## src/rtl/accum_pkg.sv

```systemverilog
package accum_pkg;

  typedef enum logic [1:0] {
    OP_ADD_IN  = 2'b00,
    OP_MUL_IN  = 2'b01,
    OP_ADD_ACC = 2'b10,
    OP_MUL_ACC = 2'b11
  } opcode_e;

  typedef struct packed {
    logic load;        // accept this instruction
    logic selOperand;  // 0: second input, 1: previous result
    logic selProduct;  // 0: sum, 1: product
  } ctrlStrobes_t;

endpackage

```

## src/rtl/accum_sel2.sv

```systemverilog
module accum_sel2 #(
  parameter int W = 16
) (
  input  logic         selBottom,
  input  logic [W-1:0] topIn,
  input  logic [W-1:0] bottomIn,
  output logic [W-1:0] outVal
);

  always_comb begin
    if (selBottom) outVal = bottomIn;
    else           outVal = topIn;
  end

endmodule

```

## src/rtl/accum_ctrl.sv

```systemverilog
module accum_ctrl
  import accum_pkg::*;
(
  input  logic         inValid,
  input  logic [1:0]   opcode,
  output ctrlStrobes_t strobes
);

  opcode_e opDec;

  assign opDec = opcode_e'(opcode);

  always_comb begin
    strobes.load = inValid;
    unique case (opDec)
      OP_ADD_IN:  begin strobes.selOperand = 1'b0; strobes.selProduct = 1'b0; end
      OP_MUL_IN:  begin strobes.selOperand = 1'b0; strobes.selProduct = 1'b1; end
      OP_ADD_ACC: begin strobes.selOperand = 1'b1; strobes.selProduct = 1'b0; end
      OP_MUL_ACC: begin strobes.selOperand = 1'b1; strobes.selProduct = 1'b1; end
      default:    begin strobes.selOperand = 1'b0; strobes.selProduct = 1'b0; end
    endcase
  end

endmodule

```

## src/rtl/accum_dp.sv

```systemverilog
module accum_dp
  import accum_pkg::*;
#(
  parameter int OP_W  = 8,
  parameter int RES_W = 16
) (
  input  logic             clk,
  input  logic             rst,
  input  ctrlStrobes_t     strobes,
  input  logic [OP_W-1:0]  opA,
  input  logic [OP_W-1:0]  opB,
  output logic [RES_W-1:0] result,
  output logic             resultValid
);

  logic [RES_W-1:0] aWide;
  logic [RES_W-1:0] bWide;
  logic [RES_W-1:0] secondOp;
  logic [RES_W-1:0] sumVal;
  logic [RES_W-1:0] prodVal;
  logic [RES_W-1:0] nextVal;
  logic [RES_W-1:0] resultReg;
  logic             validReg;

  assign aWide = RES_W'(opA);
  assign bWide = RES_W'(opB);

  accum_sel2 #(.W(RES_W)) u_selOperand (
    .selBottom (strobes.selOperand),
    .topIn     (bWide),
    .bottomIn  (resultReg),
    .outVal    (secondOp)
  );

  assign sumVal  = aWide + secondOp;
  assign prodVal = aWide * secondOp;

  accum_sel2 #(.W(RES_W)) u_selResult (
    .selBottom (strobes.selProduct),
    .topIn     (sumVal),
    .bottomIn  (prodVal),
    .outVal    (nextVal)
  );

  always_ff @(posedge clk) begin
    if (rst) begin
      resultReg <= '0;
      validReg  <= 1'b0;
    end else begin
      validReg <= strobes.load;
      if (strobes.load) resultReg <= nextVal;
    end
  end

  assign result      = resultReg;
  assign resultValid = validReg;

endmodule

```

## src/rtl/accum_unit.sv

```systemverilog
module accum_unit
  import accum_pkg::*;
#(
  parameter int OP_W  = 8,
  parameter int RES_W = 2 * OP_W
) (
  input  logic             clk,
  input  logic             rst,
  input  logic             inValid,
  input  logic [1:0]       opcode,
  input  logic [OP_W-1:0]  opA,
  input  logic [OP_W-1:0]  opB,
  output logic [RES_W-1:0] result,
  output logic             resultValid
);

  ctrlStrobes_t strobes;

  accum_ctrl u_ctrl (
    .inValid (inValid),
    .opcode  (opcode),
    .strobes (strobes)
  );

  accum_dp #(.OP_W(OP_W), .RES_W(RES_W)) u_dp (
    .clk         (clk),
    .rst         (rst),
    .strobes     (strobes),
    .opA         (opA),
    .opB         (opB),
    .result      (result),
    .resultValid (resultValid)
  );

endmodule

```

## config.mk

```make
export PLATFORM = sky130hd
export DESIGN_NAME = accum_unit
export DESIGN_NICKNAME = d
export VERILOG_FILES = /design/src/rtl/accum_pkg.sv /design/src/rtl/accum_sel2.sv /design/src/rtl/accum_ctrl.sv /design/src/rtl/accum_dp.sv /design/src/rtl/accum_unit.sv
export SDC_FILE = /design/constraint.sdc
export NUM_CORES = 1
export LEC_CHECK = 0
export BUFFER_PORTS_ARGS = -buffer_cell sky130_fd_sc_hd__buf_4
export CAP_MARGIN = 20
export CORE_MARGIN = 1
export CORE_UTILIZATION = 50
export CTS_BUF_LIST = sky130_fd_sc_hd__clkbuf_4 sky130_fd_sc_hd__clkbuf_8
export DETAILED_ROUTE_END_ITERATION = 16
export PLACE_DENSITY = 0.8
export SLEW_MARGIN = 20
export SYNTH_ARGS = -nofsm -noshare
export SYNTH_HDL_FRONTEND = slang
export SYNTH_SLANG_ARGS = --single-unit
```

## constraint.sdc

```tcl
create_clock -name clk -period 12.7 [get_ports clk]
set_input_delay 2.54 -clock clk [delete_from_list [all_inputs] [get_ports clk]]
set_output_delay 2.54 -clock clk [all_outputs]
set_load 0.02 [all_outputs]
```

==> results.cfg <==
[critical_path]
reg2reg_slack_ns = 7.20
crit_type = input port to flop
r2r_start = u_dp.result[6]$_SDFFE_PP0P_
critPathMaxFanout = 42
reg2reg_to = u_dp.result[15]$_SDFFE_PP0P_
crit_path_end_kind = flop
critPathLaunchType = input port
cpMostUsedCell = fa_1
cp.arrival_ns = 8.10
path_cells = buf_4 > mux2i_1 > nor2b_1 > fa_1 > fa_1 > fa_1 > inv_1 > fa_1 > inv_1 > ha_1 > o21a_1 > o2111ai_1 > a21oi_1 > o41a_1 > xnor3_1 > nand2_1 > a211oi_2
critPathMaxStageDelay_ns = 0.92
reg2regPathDepth = 16
required_ns = 12.88
crit_slowest_cell = mux2i_1

[grt]
grt_antenna_before_repair = 0
grt_pass1_vias = 3563
grt.total_usage_pct = 26.3
grt_max_degree = 43
grt_pass1_wl_um = 17600
grt-ovfl-total = 0

[cells_and_area]
syn_to_final_growth_pct = 9.23
drive_gt1_share_pct = 9.45
fin_area_um2 = 4470
nets = 623
n_antenna_cell = 0
fin_cells = 610

[pwr]
sw_frac_of_total_pct = 51.9
seqPwrFrac_pct = 13.2
p_per_area_nw_per_um2 = 144
p_leak_uw = 0.00222
p_int_uw = 310
switching_power_uw = 334
ir_drop_mv = 0.145
clock_power_share_pct = 6.6
power_frac_comb_pct = 80.2

[cts]
post-cts-setup-buffers = 0
cts-buffers-inserted = 3
h-tree-depth = 1
cts_root_buf = clkbuf_8
clk_path_buf_depth = 2
clk_latency_ns = 0.25
clk_pin_slew_ns = 0.07
cts_sinks = 17
cts_hold_buf = 0
cts_tree = yes
cts_resized = 0

[sta]
fin_crit_sh_pct = 62.4
tightest_slew_ns = 1.06
setup_tns_ns = 0
clock_skew_ns = 0.00238
hold_slack_ns = 0.505
rsz0062_at_grt = false
drv_slew = 0
fmax_mhz = 126
setup_viol = 0
fin_crit_ns = 7.93
fin_ws_ns = 4.77
hold_viol_final = 0
maxSlewHeadroom_pct = 27.4

[detailed_routing]
wl_per_cell_um = 17.2
vias_per_cell = 5.67
drtPass1Iterations = 4
drtAntennaViolNets = 0
drc_errors = 0
drt_iter0_drc = 189
routed_wl_um = 10500
via_count = 3459

[logic_synthesis]
synthArstFlopShare_pct = 0
ys_seq_area_share_pct = 8.32
synth_nets = 600
yosysTopAreaCell = fa_1
synth_edf_count = 0
synth_area_um2 = 4090
postSynthAreaPerCell_um2 = 8.42
yosys_most_used_dff = dfxtp_1
ys_top_cells_by_area = fa_1 30%, ha_1 9.8%, dfxtp_1 8.3%
yosysTopAreaCellShare_pct = 29.8
synth_seq_cells = 17
syn-instance-count = 486
synth.distinct_cells = 48
ys_warn_count = 0

[floorplanning]
std_cell_rows = 32
dieArea_um2 = 8550
pin_count = 38
chipHeight_um = 92.5
core_area_um2 = 7810
die_w_um = 92.5
initial_core_util_pct = 52.4

[min_path]
holdPathStages = 2
holdPathEnd = u_dp.result[4]$_SDFFE_PP0P_
hp-class = flop to flop
min_from = u_dp.result[4]$_SDFFE_PP0P_

[placed_design]
routabilityCongestion = 0.869
placed_cell_area_um2 = 4420
place_ws_ns = 4.55
place_inst = 606
io_buffers = 37
dpl.hpwl_um = 8180

[outcome]
status = finished clean

[run]
drv_cap = 0
[synth_stat cells, drive strengths merged (11+ instances only)]
library cell	instances
a211oi	13
ha	32
nand3	11
inv	82
o21ai	16
xnor2	12
dfxtp	17
and3	22
nand2	33
nor2b	42
a21oi	24
and2	11
clkbuf	17
nor2	23
fa	61
[registers in the layout, summed over array words and instances (netlist names)]
name              count
u_dp.resultValid      1
u_dp.result          16
[critical path, delay by kind of cell]
family                   cells  cell delay [ns]
AO/OA/AOI/OAI                5             1.10
XOR/XNOR                     1             0.38
buffers and inverters        3             0.47
multiplexers                 1             0.92
AND/OR/NAND/NOR              2             0.23
adder cells (fa/ha/maj)      5             2.45
[power groups by stage]
stage / combinational (uW) / clock [uW] / sequential (uW)
finish: 517 / 42.6 / 85.1
global route: 577 / 45.0 / 86.9
CTS: 511 / 43.4 / 84.4
detailed placement: 504 / 0 / 85.3
global placement: 493 / 0 / 85.2
floorplan: 378 / 0 / 85.4
[stage by stage]
| step | power, uW | utilization, % |
|---|---|---|
| global route | 709 | 57.3 |
| floorplan | 463 | - |
| global placement | 578 | 56.6 |
| detailed placement | 589 | 56.6 |
| CTS | 638 | 57.3 |
| finish | 645 | 57.3 |
[cells in the final DEF, fill, tap and decap left out, types with 9 or more instances in the layout]
master and instances:
a211oi_1 11, a21oi_1 24, and2_1 11, and3_1 22, buf_4 38, dfxtp_1 17, fa_1 61, ha_1 32
inv_1 82, mux2i_1 9, nand2_1 32, nand3_1 11, nor2_1 23, nor2b_1 42, o21ai_0 12, xnor2_1 12
xor2_1 9
[metal layers]
layer | up-vias | routed length [um] | GRT usage (%)
met5 | - | 0 | 0
met4 | 0 | 277 | 10.0
met3 | 24 | 713 | 1.97
met2 | 128 | 5030 | 43.2
met1 | 1684 | 4450 | 36.2
li1 | 1623 | - | -
[area by class of cell]
| cell class | instances | area [um2] |
|---|---|---|
| well taps | 102 | 128 |
| flip-flops and latches | 17 | 340 |
| inverters | 82 | 308 |
| fillers | 683 | 3340 |
| multi-input cells | 367 | 3360 |
| clock buffers | 4 | 48.8 |
| repair buffers | 38 | 285 |
[cells by family (layout without fill, tap and decap cells)]
kind of cell    after synthesis  count (layout)  synth area share [%]
mux                          11              11                  2.75
xor+xnor                     24              24                  6.14
buf+inv                     102             124                  9.57
simple gates                154             154                  19.7
flops                        17              17                  8.32
fa+ha+maj                    93              93                  39.6
compound gates               85              85                  13.9
[worst max path at each step]
stage,startpoint,endpoint,slack (ns),cells after the start
final,opcode[1],u_dp.result[15]$_SDFFE_PP0P_,4.77,17
after CTS,opcode[1],u_dp.result[15]$_SDFFE_PP0P_,4.81,17
after global routing,opcode[1],u_dp.result[15]$_SDFFE_PP0P_,4.57,17
after detailed placement,opcode[1],u_dp.result[15]$_SDFFE_PP0P_,4.55,17
after global placement,opcode[1],u_dp.result[15]$_SDFFE_PP0P_,4.76,19
after floorplan,opcode[1],u_dp.result[15]$_SDFFE_PP0P_,5.34,17
Note: power is estimated with default switching activity, not from simulation.
